File: src/rtl/irq_arb_pkg.sv
package irq_arb_pkg;
    localparam int PER_CTRL  = 8;
    localparam int NCTRL     = 2;
    localparam int NLINES    = PER_CTRL * NCTRL;
    localparam int LINE_W    = $clog2(NLINES);
    localparam int LOW_W     = $clog2(PER_CTRL);
    localparam int RANK_W    = $clog2(NLINES + 1);
    localparam int CASC      = 2;
    localparam int IDLE_RANK = NLINES;
    localparam int VEC_W     = 8;
    localparam int VBASE_W   = VEC_W - LOW_W;

    typedef logic [LINE_W-1:0] line_t;
    typedef logic [RANK_W-1:0] rank_t;

    typedef enum logic {
        ARB_IDLE,
        ARB_OFFER
    } arb_state_e;

    // Flattened rank: 0 is highest. Second-controller lines slot in just
    // below the cascade line of the first controller.
    function automatic rank_t line_rank(line_t l);
        int li;
        li = int'(l);
        if (li <= CASC)
            return rank_t'(li);
        else if (li >= PER_CTRL)
            return rank_t'(li - PER_CTRL + CASC + 1);
        else
            return rank_t'(li + PER_CTRL);
    endfunction
endpackage

File: src/rtl/irq_pick.sv
module irq_pick
    import irq_arb_pkg::*;
(
    input  logic [NLINES-1:0] pend,
    input  logic [NLINES-1:0] mask,
    input  logic [NCTRL-1:0]  smm,
    input  logic              act_valid,
    input  line_t             act_line,
    output logic [NLINES-1:0] elig,
    output logic              win_valid,
    output line_t             win_line
);
    rank_t act_rank;
    rank_t best_rank;

    assign act_rank = act_valid ? line_rank(act_line) : rank_t'(IDLE_RANK);

    for (genvar g = 0; g < NLINES; g++) begin : g_line
        localparam int CTRL = g / PER_CTRL;
        logic casc_open;
        logic nest_ok;
        assign casc_open = (CTRL == 0) || !mask[CASC];
        assign nest_ok   = (line_rank(line_t'(g)) < act_rank) || smm[CTRL];
        assign elig[g]   = pend[g] && !mask[g] && casc_open && nest_ok;
    end

    always_comb begin
        best_rank = rank_t'(IDLE_RANK);
        win_line  = '0;
        for (int l = 0; l < NLINES; l++) begin
            if (elig[l] && (line_rank(line_t'(l)) < best_rank)) begin
                best_rank = line_rank(line_t'(l));
                win_line  = line_t'(l);
            end
        end
        win_valid = (best_rank != rank_t'(IDLE_RANK));
    end
endmodule

File: src/rtl/irq_eoi.sv
module irq_eoi
    import irq_arb_pkg::*;
(
    input  logic [NLINES-1:0] insvc,
    input  logic              act_valid,
    input  line_t             act_line,
    input  logic              eoi_valid,
    input  logic              eoi_ctrl,
    input  logic              eoi_specific,
    input  logic [LOW_W-1:0]  eoi_level,
    output logic [NLINES-1:0] insvc_nx,
    output logic              act_valid_nx,
    output line_t             act_line_nx,
    output logic              eoi_hit
);
    logic  owner_ok;
    logic  level_ok;
    rank_t sel_rank;

    assign owner_ok = (act_line[LINE_W-1] == eoi_ctrl);
    assign level_ok = !eoi_specific || (act_line[LOW_W-1:0] == eoi_level);
    assign eoi_hit  = eoi_valid && act_valid && owner_ok && level_ok;

    always_comb begin
        insvc_nx     = insvc;
        act_valid_nx = act_valid;
        act_line_nx  = act_line;
        sel_rank     = rank_t'(IDLE_RANK);
        if (eoi_hit) begin
            insvc_nx[act_line] = 1'b0;
            act_valid_nx       = 1'b0;
            for (int l = 0; l < NLINES; l++) begin
                if (insvc_nx[l] && (line_rank(line_t'(l)) < sel_rank)) begin
                    sel_rank     = line_rank(line_t'(l));
                    act_line_nx  = line_t'(l);
                    act_valid_nx = 1'b1;
                end
            end
        end
    end
endmodule

File: src/rtl/irq_cascade_arbiter.sv
module irq_cascade_arbiter
    import irq_arb_pkg::*;
(
    input  logic               clk,
    input  logic               rst_n,
    input  logic [15:0]        req_pulse,
    input  logic [15:0]        line_mask,
    input  logic [1:0]         spec_mask,
    input  logic [1:0]         auto_eoi,
    input  logic               cpu_ie,
    input  logic [4:0]         vbase_mst,
    input  logic [4:0]         vbase_slv,
    input  logic               eoi_valid,
    input  logic               eoi_ctrl,
    input  logic               eoi_specific,
    input  logic [2:0]         eoi_level,
    input  logic               int_ack,
    output logic               int_req,
    output logic [7:0]         int_vec,
    output logic [15:0]        pend_o,
    output logic [15:0]        insvc_o,
    output logic               act_valid,
    output logic [3:0]         act_line
);
    arb_state_e        state_q, state_d;
    line_t             held_q;
    logic [VEC_W-1:0]  vec_q;
    logic [NLINES-1:0] pend_q, insvc_q;
    logic              actv_q;
    line_t             act_q;

    logic [NLINES-1:0] elig;
    logic              win_valid;
    line_t             win_line;
    logic [NLINES-1:0] ins_eoi;
    logic              actv_eoi;
    line_t             act_eoi;
    logic              eoi_hit;

    logic              grant, accept, held_ok, keep_svc;
    logic [NLINES-1:0] start_mask;

    irq_pick u_pick (
        .pend      (pend_q),
        .mask      (line_mask),
        .smm       (spec_mask),
        .act_valid (actv_q),
        .act_line  (act_q),
        .elig      (elig),
        .win_valid (win_valid),
        .win_line  (win_line)
    );

    irq_eoi u_eoi (
        .insvc        (insvc_q),
        .act_valid    (actv_q),
        .act_line     (act_q),
        .eoi_valid    (eoi_valid),
        .eoi_ctrl     (eoi_ctrl),
        .eoi_specific (eoi_specific),
        .eoi_level    (eoi_level),
        .insvc_nx     (ins_eoi),
        .act_valid_nx (actv_eoi),
        .act_line_nx  (act_eoi),
        .eoi_hit      (eoi_hit)
    );

    assign held_ok    = elig[held_q];
    assign keep_svc   = !auto_eoi[held_q[LINE_W-1]];
    assign start_mask = accept ? ({{(NLINES-1){1'b0}}, 1'b1} << held_q) : '0;

    // Next-state logic: GRANT, ACCEPT, WITHDRAW
    always_comb begin
        state_d = state_q;
        grant   = 1'b0;
        accept  = 1'b0;
        unique case (state_q)
            ARB_IDLE: begin
                if (cpu_ie && win_valid) begin
                    state_d = ARB_OFFER;
                    grant   = 1'b1;
                end
            end
            ARB_OFFER: begin
                if (!cpu_ie || !held_ok) begin
                    state_d = ARB_IDLE;
                end else if (int_ack) begin
                    state_d = ARB_IDLE;
                    accept  = 1'b1;
                end
            end
        endcase
    end

    always_ff @(posedge clk) begin
        if (!rst_n) state_q <= ARB_IDLE;
        else        state_q <= state_d;
    end

    always_ff @(posedge clk) begin
        if (!rst_n) begin
            held_q  <= '0;
            vec_q   <= '0;
            pend_q  <= '0;
            insvc_q <= '0;
            actv_q  <= 1'b0;
            act_q   <= '0;
        end else begin
            if (grant) begin
                held_q <= win_line;
                vec_q  <= {(win_line[LINE_W-1] ? vbase_slv : vbase_mst),
                           win_line[LOW_W-1:0]};
            end
            pend_q <= (pend_q & ~start_mask) | req_pulse;
            if (accept && keep_svc) begin
                insvc_q <= ins_eoi | start_mask;
                actv_q  <= 1'b1;
                act_q   <= held_q;
            end else begin
                insvc_q <= ins_eoi;
                actv_q  <= actv_eoi;
                act_q   <= act_eoi;
            end
        end
    end

    assign int_req   = (state_q == ARB_OFFER);
    assign int_vec   = vec_q;
    assign pend_o    = pend_q;
    assign insvc_o   = insvc_q;
    assign act_valid = actv_q;
    assign act_line  = act_q;


    ie_gate_chk: assert property (@(posedge clk) disable iff (!rst_n)
        !cpu_ie |=> !$rose(int_req));

    vec_hold_chk: assert property (@(posedge clk) disable iff (!rst_n)
        (int_req && !int_ack && cpu_ie) |=> (!int_req || $stable(int_vec)));

    act_svc_chk: assert property (@(posedge clk) disable iff (!rst_n)
        act_valid |-> insvc_o[act_line]);

    svc_has_act_chk: assert property (@(posedge clk) disable iff (!rst_n)
        (insvc_o != '0) |-> act_valid);

    casc_gate_chk: assert property (@(posedge clk) disable iff (!rst_n)
        (grant && win_line[LINE_W-1]) |-> !line_mask[CASC]);

    pend_clear_chk: assert property (@(posedge clk) disable iff (!rst_n)
        (accept && !req_pulse[held_q]) |=> !pend_o[$past(held_q)]);

    eoi_clear_chk: assert property (@(posedge clk) disable iff (!rst_n)
        (eoi_hit && !accept) |=> !insvc_o[$past(act_line)]);
endmodule

File: config.mk
export PLATFORM = sky130hd
export DESIGN_NAME = irq_cascade_arbiter
export DESIGN_NICKNAME = d
export VERILOG_FILES = /design/src/rtl/irq_arb_pkg.sv /design/src/rtl/irq_pick.sv /design/src/rtl/irq_eoi.sv /design/src/rtl/irq_cascade_arbiter.sv
export SDC_FILE = /design/constraint.sdc
export NUM_CORES = 1
export LEC_CHECK = 0
export BUFFER_PORTS_ARGS = -buffer_cell sky130_fd_sc_hd__buf_2
export CORE_UTILIZATION = 49
export DETAILED_ROUTE_END_ITERATION = 7
export GPL_ROUTABILITY_DRIVEN = 0
export PLACE_DENSITY = 0.75
export SYNTH_ARGS = -nofsm -noshare
export SYNTH_HDL_FRONTEND = slang
export SYNTH_SLANG_ARGS = --single-unit
export TNS_END_PERCENT = 30
File: constraint.sdc
create_clock -name clk -period 3.2 [get_ports clk]
set_input_delay 0.64 -clock clk [delete_from_list [all_inputs] [get_ports clk]]
set_output_delay 0.64 -clock clk [all_outputs]
set_load 0.01 [all_outputs]
Word level (Yosys, flattened, before mapping)
Index checks and enable logic that the tools add are counted.
Storage, ports and cells
  input port bits: 56
  bits in registers: 50
  output and inout bits: 46
Operators by class
  reduce and logical (&&, ||, !) cells: 118
  bitwise logic cells: 7
  order comparisons: 53
  add/subtract/negate cells: 4
  shift operators: 1
  multiplexer cells: 134
  equality and inequality tests: 3
Operators by type and width (count)
  $mux 5: 66
  $mux 4: 32
  $lt 4x5->1 const A: 16
  $logic_and 1x1->1: 77
  $lt 5x5->1: 15
  $mux 16: 3
  $lt 3x5->1 const A: 8
  $and 16x16->16: 2
  $not 16->16: 2
  $or 16x16->16: 2
  $mux 1: 30
  $logic_not 1->1: 20
  $lt 2x5->1 const A: 4
  $logic_or 1x1->1: 18
  $reduce_bool 17->1: 1
  $shl 1x4->16 const A: 1
  $lt 1x5->1 const A: 3
  $lt 4x5->1 const B: 2
  $add 4x4->5 const B: 1
  $add 5x2->5 const B: 1
  $add 5x3->5 const B: 1
  $lt 5x5->1 const B: 1
  $ne 5x5->1 const B: 1
  $sub 4x4->5 const B: 1
  other kinds (12): 12

Longest topological paths before layout
  depth after elaboration: 70
  mapped depth: 15

Modules after synthesis
A second synthesis with hierarchy kept.
Second synthesis, totals
  cells, all modules: 513
  area total of the unflattened synthesis: 4100.2 um^2
Modules (own cells, without submodules)
  irq_cascade_arbiter: cells an instance 239, times used 1, area each 2223.4 um^2
  irq_eoi: cells an instance 146, times used 1, area each 982.2 um^2
  irq_pick: cells an instance 128, times used 1, area each 894.6 um^2

Least setup slack after synthesis
OpenSTA, ideal clock, no wires.
  path type: register to register
  start point: reg act_q[1] (netlist: act_line[1])
  end point: reg insvc_q[11] (netlist: insvc_o[11])
  cell stages (with the launch flop): 14
  setup time: 59 ps
  data required time: 3141 ps
  buffers on the path: 1
  path slack: -254 ps
  arrival: 3395 ps
  cells stage by stage: dfxtp_1 -> buf_4 -> inv_1 -> ha_1 -> or2_1 -> a31oi_1 -> a31oi_1 -> or4b_1 -> mux4_2 -> a2bb2o_2 -> nand2_1 -> or2_1 -> o31ai_1 -> and2_1
On the way
  longest elaborated chain between the ends: 18
RTL lines
  start, declared: line irq_cascade_arbiter.sv:30  | line_t act_q;
  start signal, assigned: line irq_cascade_arbiter.sv:118  | act_q <= held_q;
  start signal, assigned: line irq_cascade_arbiter.sv:122  | act_q <= act_eoi;
  $sub 4x4->5: line irq_arb_pkg.sv:29  | return rank_t'(li - PER_CTRL + CASC + 1);
  $add 5x3->5: line irq_arb_pkg.sv:29
  $add 5x2->5: line irq_arb_pkg.sv:29
  $mux 5: line irq_arb_pkg.sv:28  | else if (li >= PER_CTRL)
  $mux 5: line irq_arb_pkg.sv:26  | if (li <= CASC)
  $mux 5: line irq_pick.sv:16  | assign act_rank = act_valid ? line_rank(act_line) : rank_t'(IDLE_RANK);
  $lt 1x5->1, or another cell as far along: line irq_pick.sv:23  | assign nest_ok = (line_rank(line_t'(g)) < act_rank) || smm[CTRL];
  $logic_or 1x1->1: line irq_pick.sv:23
  [2 not listed]
  $mux 1 (not written as such): line irq_cascade_arbiter.sv:68  | assign held_ok = elig[held_q];
  $logic_not 1->1: line irq_cascade_arbiter.sv:85  | if (!cpu_ie || !held_ok) begin
  $logic_or 1x1->1: line irq_cascade_arbiter.sv:85
  $mux 1: line irq_cascade_arbiter.sv:85
  $mux 1: line irq_cascade_arbiter.sv:77  | unique case (state_q)
  $mux 16: line irq_cascade_arbiter.sv:70  | assign start_mask = accept ? ({{(NLINES-1){1'b0}}, 1'b1} << held_q) : '0;
  $or 16x16->16: line irq_cascade_arbiter.sv:116  | insvc_q <= ins_eoi | start_mask;
  $mux 16 (*): line irq_cascade_arbiter.sv:115  | if (accept && keep_svc) begin
  end signal, assigned: line irq_cascade_arbiter.sv:116
  end signal, assigned: line irq_cascade_arbiter.sv:120  | insvc_q <= ins_eoi;
  end, declared: line irq_cascade_arbiter.sv:28  | logic [NLINES-1:0] pend_q, insvc_q;
Every way passes the cells marked *; elsewhere a longest branch is shown, timed or not. The select of a mux whose other input is x is not followed.
A chain may end at the register's enable or synchronous reset.

Worst setup path in the final report
  start point: reg act_q[0] (netlist: act_line[0])
  end point: reg act_q[0] (netlist: act_line[0])
On the way
  longest elaborated chain between the ends: 70
RTL lines
  parallel branches: the longest is 70 deep, another holds $lt 4x5->1
Several ways; the timed one is not identified. The select of a mux whose other input is x is not followed.

==> results.cfg <==
[detailed_routing]
drt-total-wl_um = 14400
drc = 0
post_drt_wl_per_cell_um = 18.6
ant_nets = 0
via_per_inst = 6.35
drt_iter0_drc = 461
vias = 4921
first_pass_iters = 5

[sta]
max_slew.worst_pin.slew_ns = 0.733
rsz0062_at_grt = true
drv_slew = 0
post-route-period-util = 1.00
period_needed_ns = 3.21
hold_viol_final = 0
slew_headroom = 0.511
fmaxAchievable_mhz = 312
fin_ws_ns = -0.00605
worst_hold_slack_ns = 0.480
setup_violations = 1
fin_skew_ns = 0.00819

[logic_synthesis]
synth_top_area_share = 0.236
synth_area_um2 = 3990
yosys.area.top_type = dfxtp_1
synth_cell_type_count = 88
synth_top_family_by_area = compound AO/OA/AOI/OAI gates
async_flop_share = 0
synthCells = 516
synth_adder_area_share = 0.0125
ys_seq_elements = 47
synth-compound-area-share = 0.356
ys.flop_type = dfxtp_1
ys_seq_area_frac = 0.236
synth-simple-area-share = 0.308
synth_xor_area_frac = 0.0132
synth_common_cells = dfxtp_1, nand2_1, o21ai_0, o21a_1, nor2_1
synthTopCellsByArea = dfxtp_1, o21a_1, o21ai_0, nand2_1, nand3_1
syn_area_per_cell_um2 = 7.73
synth_edf_count = 0
syn_nets = 576
synth.area.mux_share = 0.0276
yosys_warnings = 0

[job]
max_cap_viol_count = 0

[placed_design]
place_ws_ns = -0.141
io_buffers = 101
hpwlAfterDp_um = 11000
dpl-instance-area_um2 = 5120

[power_and_ir_drop]
switchingPower_mw = 0.473
switching_share = 0.332
p_int_mw = 0.954
p_seq_frac = 0.450
powerDensity_nw_per_um2 = 261
ir_drop_mv = 0.311
power.share.combinational = 0.285
p_leak_nw = 2.27
power_frac_clock = 0.265

[die]
coreArea_um2 = 7810
boundaryPins = 102
die_area_um2 = 8510
row_count = 32
die_w_um = 92.2
fp.dieH_um = 92.2
initial_utilization = 0.511

[critical_path]
arrival_ns = 3.44
cp_slowest_cell = or4b_1
cp-end-kind = flip-flop
reg2reg_depth = 11
crit_chain = buf_12 -> o21ai_1 -> nand2_1 -> a31o_2 -> and2_1 -> mux4_2 -> a22o_4 -> nor2_4 -> nor2_2 -> or4b_1 -> a21boi_1
rrSetupSlack_ns = -0.006
crit_type = flip-flop to flip-flop
crit_required_ns = 3.44
critPathMaxFanout = 10
max_stage_delay_ns = 0.53
worstSetupStartpointType = flip-flop

[layout]
drive_gt1_frac = 0.385
fin_util = 0.701
final_nets = 732
diodes = 0
area_growth_pct = 37.2
finalInstanceArea_um2 = 5470

[worst_hold_path]
hold_path_class = flip-flop to flip-flop
min_path_cells = 1

[global_route]
antenna_found_initial = 0
grt_first_pass_wirelength_um = 22400
grt.overflow.total = 0
grtUsageTotal = 0.331
grt_max_degree = 33
grt_pass1_vias = 4658

[cts]
path_clk_slew_ns = 0.10
clock-root-buffer = clkbuf_8
htree_num_levels = 2
hold_buffers = 0
cts_num_sinks = 47
clk_path_buf_depth = 2
clk_latency_ns = 0.30
cts_tree = yes
numCtsBuffers = 5

[run_status]
violations = setup timing
status = complete, but fails checks
[cells by family (layout without fill, tap and decap cells)]
kind of cell	count (synthesis)	in the layout
flip-flops	47	47
multiplexers	6	6
AND/OR/NAND/NOR	215	215
buffers and inverters	40	196
adder cells (fa/ha/maj)	4	4
AO/OA/AOI/OAI	198	199
XOR/XNOR	6	6
[cell usage in the layout, fill, tap and decap left out, types with 6 or more instances in the layout]
| cell | netlist | final |
|---|---|---|
| a21boi_0 | 9 | 7 |
| a21oi_1 | 22 | 19 |
| and2_1 | 17 | 17 |
| buf_2 | 5 | 101 |
| buf_4 | 4 | 71 |
| dfxtp_1 | 47 | 43 |
| inv_1 | 14 | 12 |
| nand2_1 | 47 | 46 |
| nand2b_1 | 14 | 13 |
| nand3_1 | 27 | 25 |
| nor2_1 | 28 | 28 |
| nor2b_1 | 14 | 12 |
| nor3_1 | 10 | 7 |
| nor3b_1 | 11 | 9 |
| o21a_1 | 37 | 37 |
| o21ai_0 | 44 | 40 |
| o31a_1 | 6 | 6 |
| o31ai_1 | 10 | 9 |
[cell type report]
cell class / count / area, um2
multi-input combinational: 430 / 3180
fill: 664 / 2340
timing repair buffer: 173 / 1060
sequential: 47 / 951
tap: 102 / 128
clock buffer: 5 / 68.8
inverter: 15 / 58.8
clock inverter: 3 / 25.0
[metal layers]
| layer | track usage | vias to the layer above | share of wire |
|---|---|---|---|
| met4 | 0.142 | 0 | 0.033 |
| met2 | 0.541 | 308 | 0.46 |
| met5 | 0 | - | 0 |
| li1 | - | 2274 | - |
| met3 | 0.0705 | 52 | 0.11 |
| met1 | 0.418 | 2287 | 0.40 |
[state kept, by name, summed over array words and instances (netlist names)]
| signal | flops |
|---|---|
| held_q | 4 |
| pend_o | 16 |
| act_line | 4 |
| act_valid | 1 |
| int_req | 1 |
| insvc_o | 16 |
| int_vec | 5 |
[power by group through the flow]
| stage | Clock [mW] | Sequential [mW] | Combinational [mW] |
|---|---|---|---|
| 6_report | 0.378 | 0.642 | 0.406 |
| 5_1_grt | 0.406 | 0.646 | 0.434 |
| 3_3_place_gp | 0 | 0.654 | 0.350 |
| 2_1_floorplan | 0 | 0.655 | 0.211 |
| 3_5_place_dp | 0 | 0.655 | 0.358 |
| 4_1_cts | 0.392 | 0.640 | 0.373 |
[final timing paths]
kind,startpoint,end
setup / recovery,act_line[0]$_SDFFE_PN0P_,act_line[0]$_SDFFE_PN0P_
hold / removal,int_vec[5]$_SDFFE_PN0P_,int_vec[5]$_SDFFE_PN0P_
setup reg to reg,act_line[0]$_SDFFE_PN0P_,act_line[0]$_SDFFE_PN0P_
hold reg to reg,int_vec[5]$_SDFFE_PN0P_,int_vec[5]$_SDFFE_PN0P_
[critical path, delay by kind of cell, from the launching register on]
kind                   cells  cell delay [ns]
AOI/OAI and AO/OA          4             0.98
buffers and inverters      1             0.14
DFF                        1             0.38
muxes                      1             0.48
and+or+nand+nor            5             1.14
[timing repair]
action	in CTS	in global routing
gates resized for setup	10	40
setup endpoints to repair	13	33
buffers inserted	2	1
pin swaps	3	12
gates cloned	1	0
[metrics by stage]
step	TNS, ns	cells	power, mW
4_1_cts	-0.0806	774	1.41
3_3_place_gp	-0.0440	763	1.00
3_5_place_dp	-0.837	763	1.01
6_report	-0.00605	775	1.43
5_1_grt	-0.711	775	1.49
2_1_floorplan	-0.0191	516	0.866
Note: power is estimated with default switching activity, not from simulation.
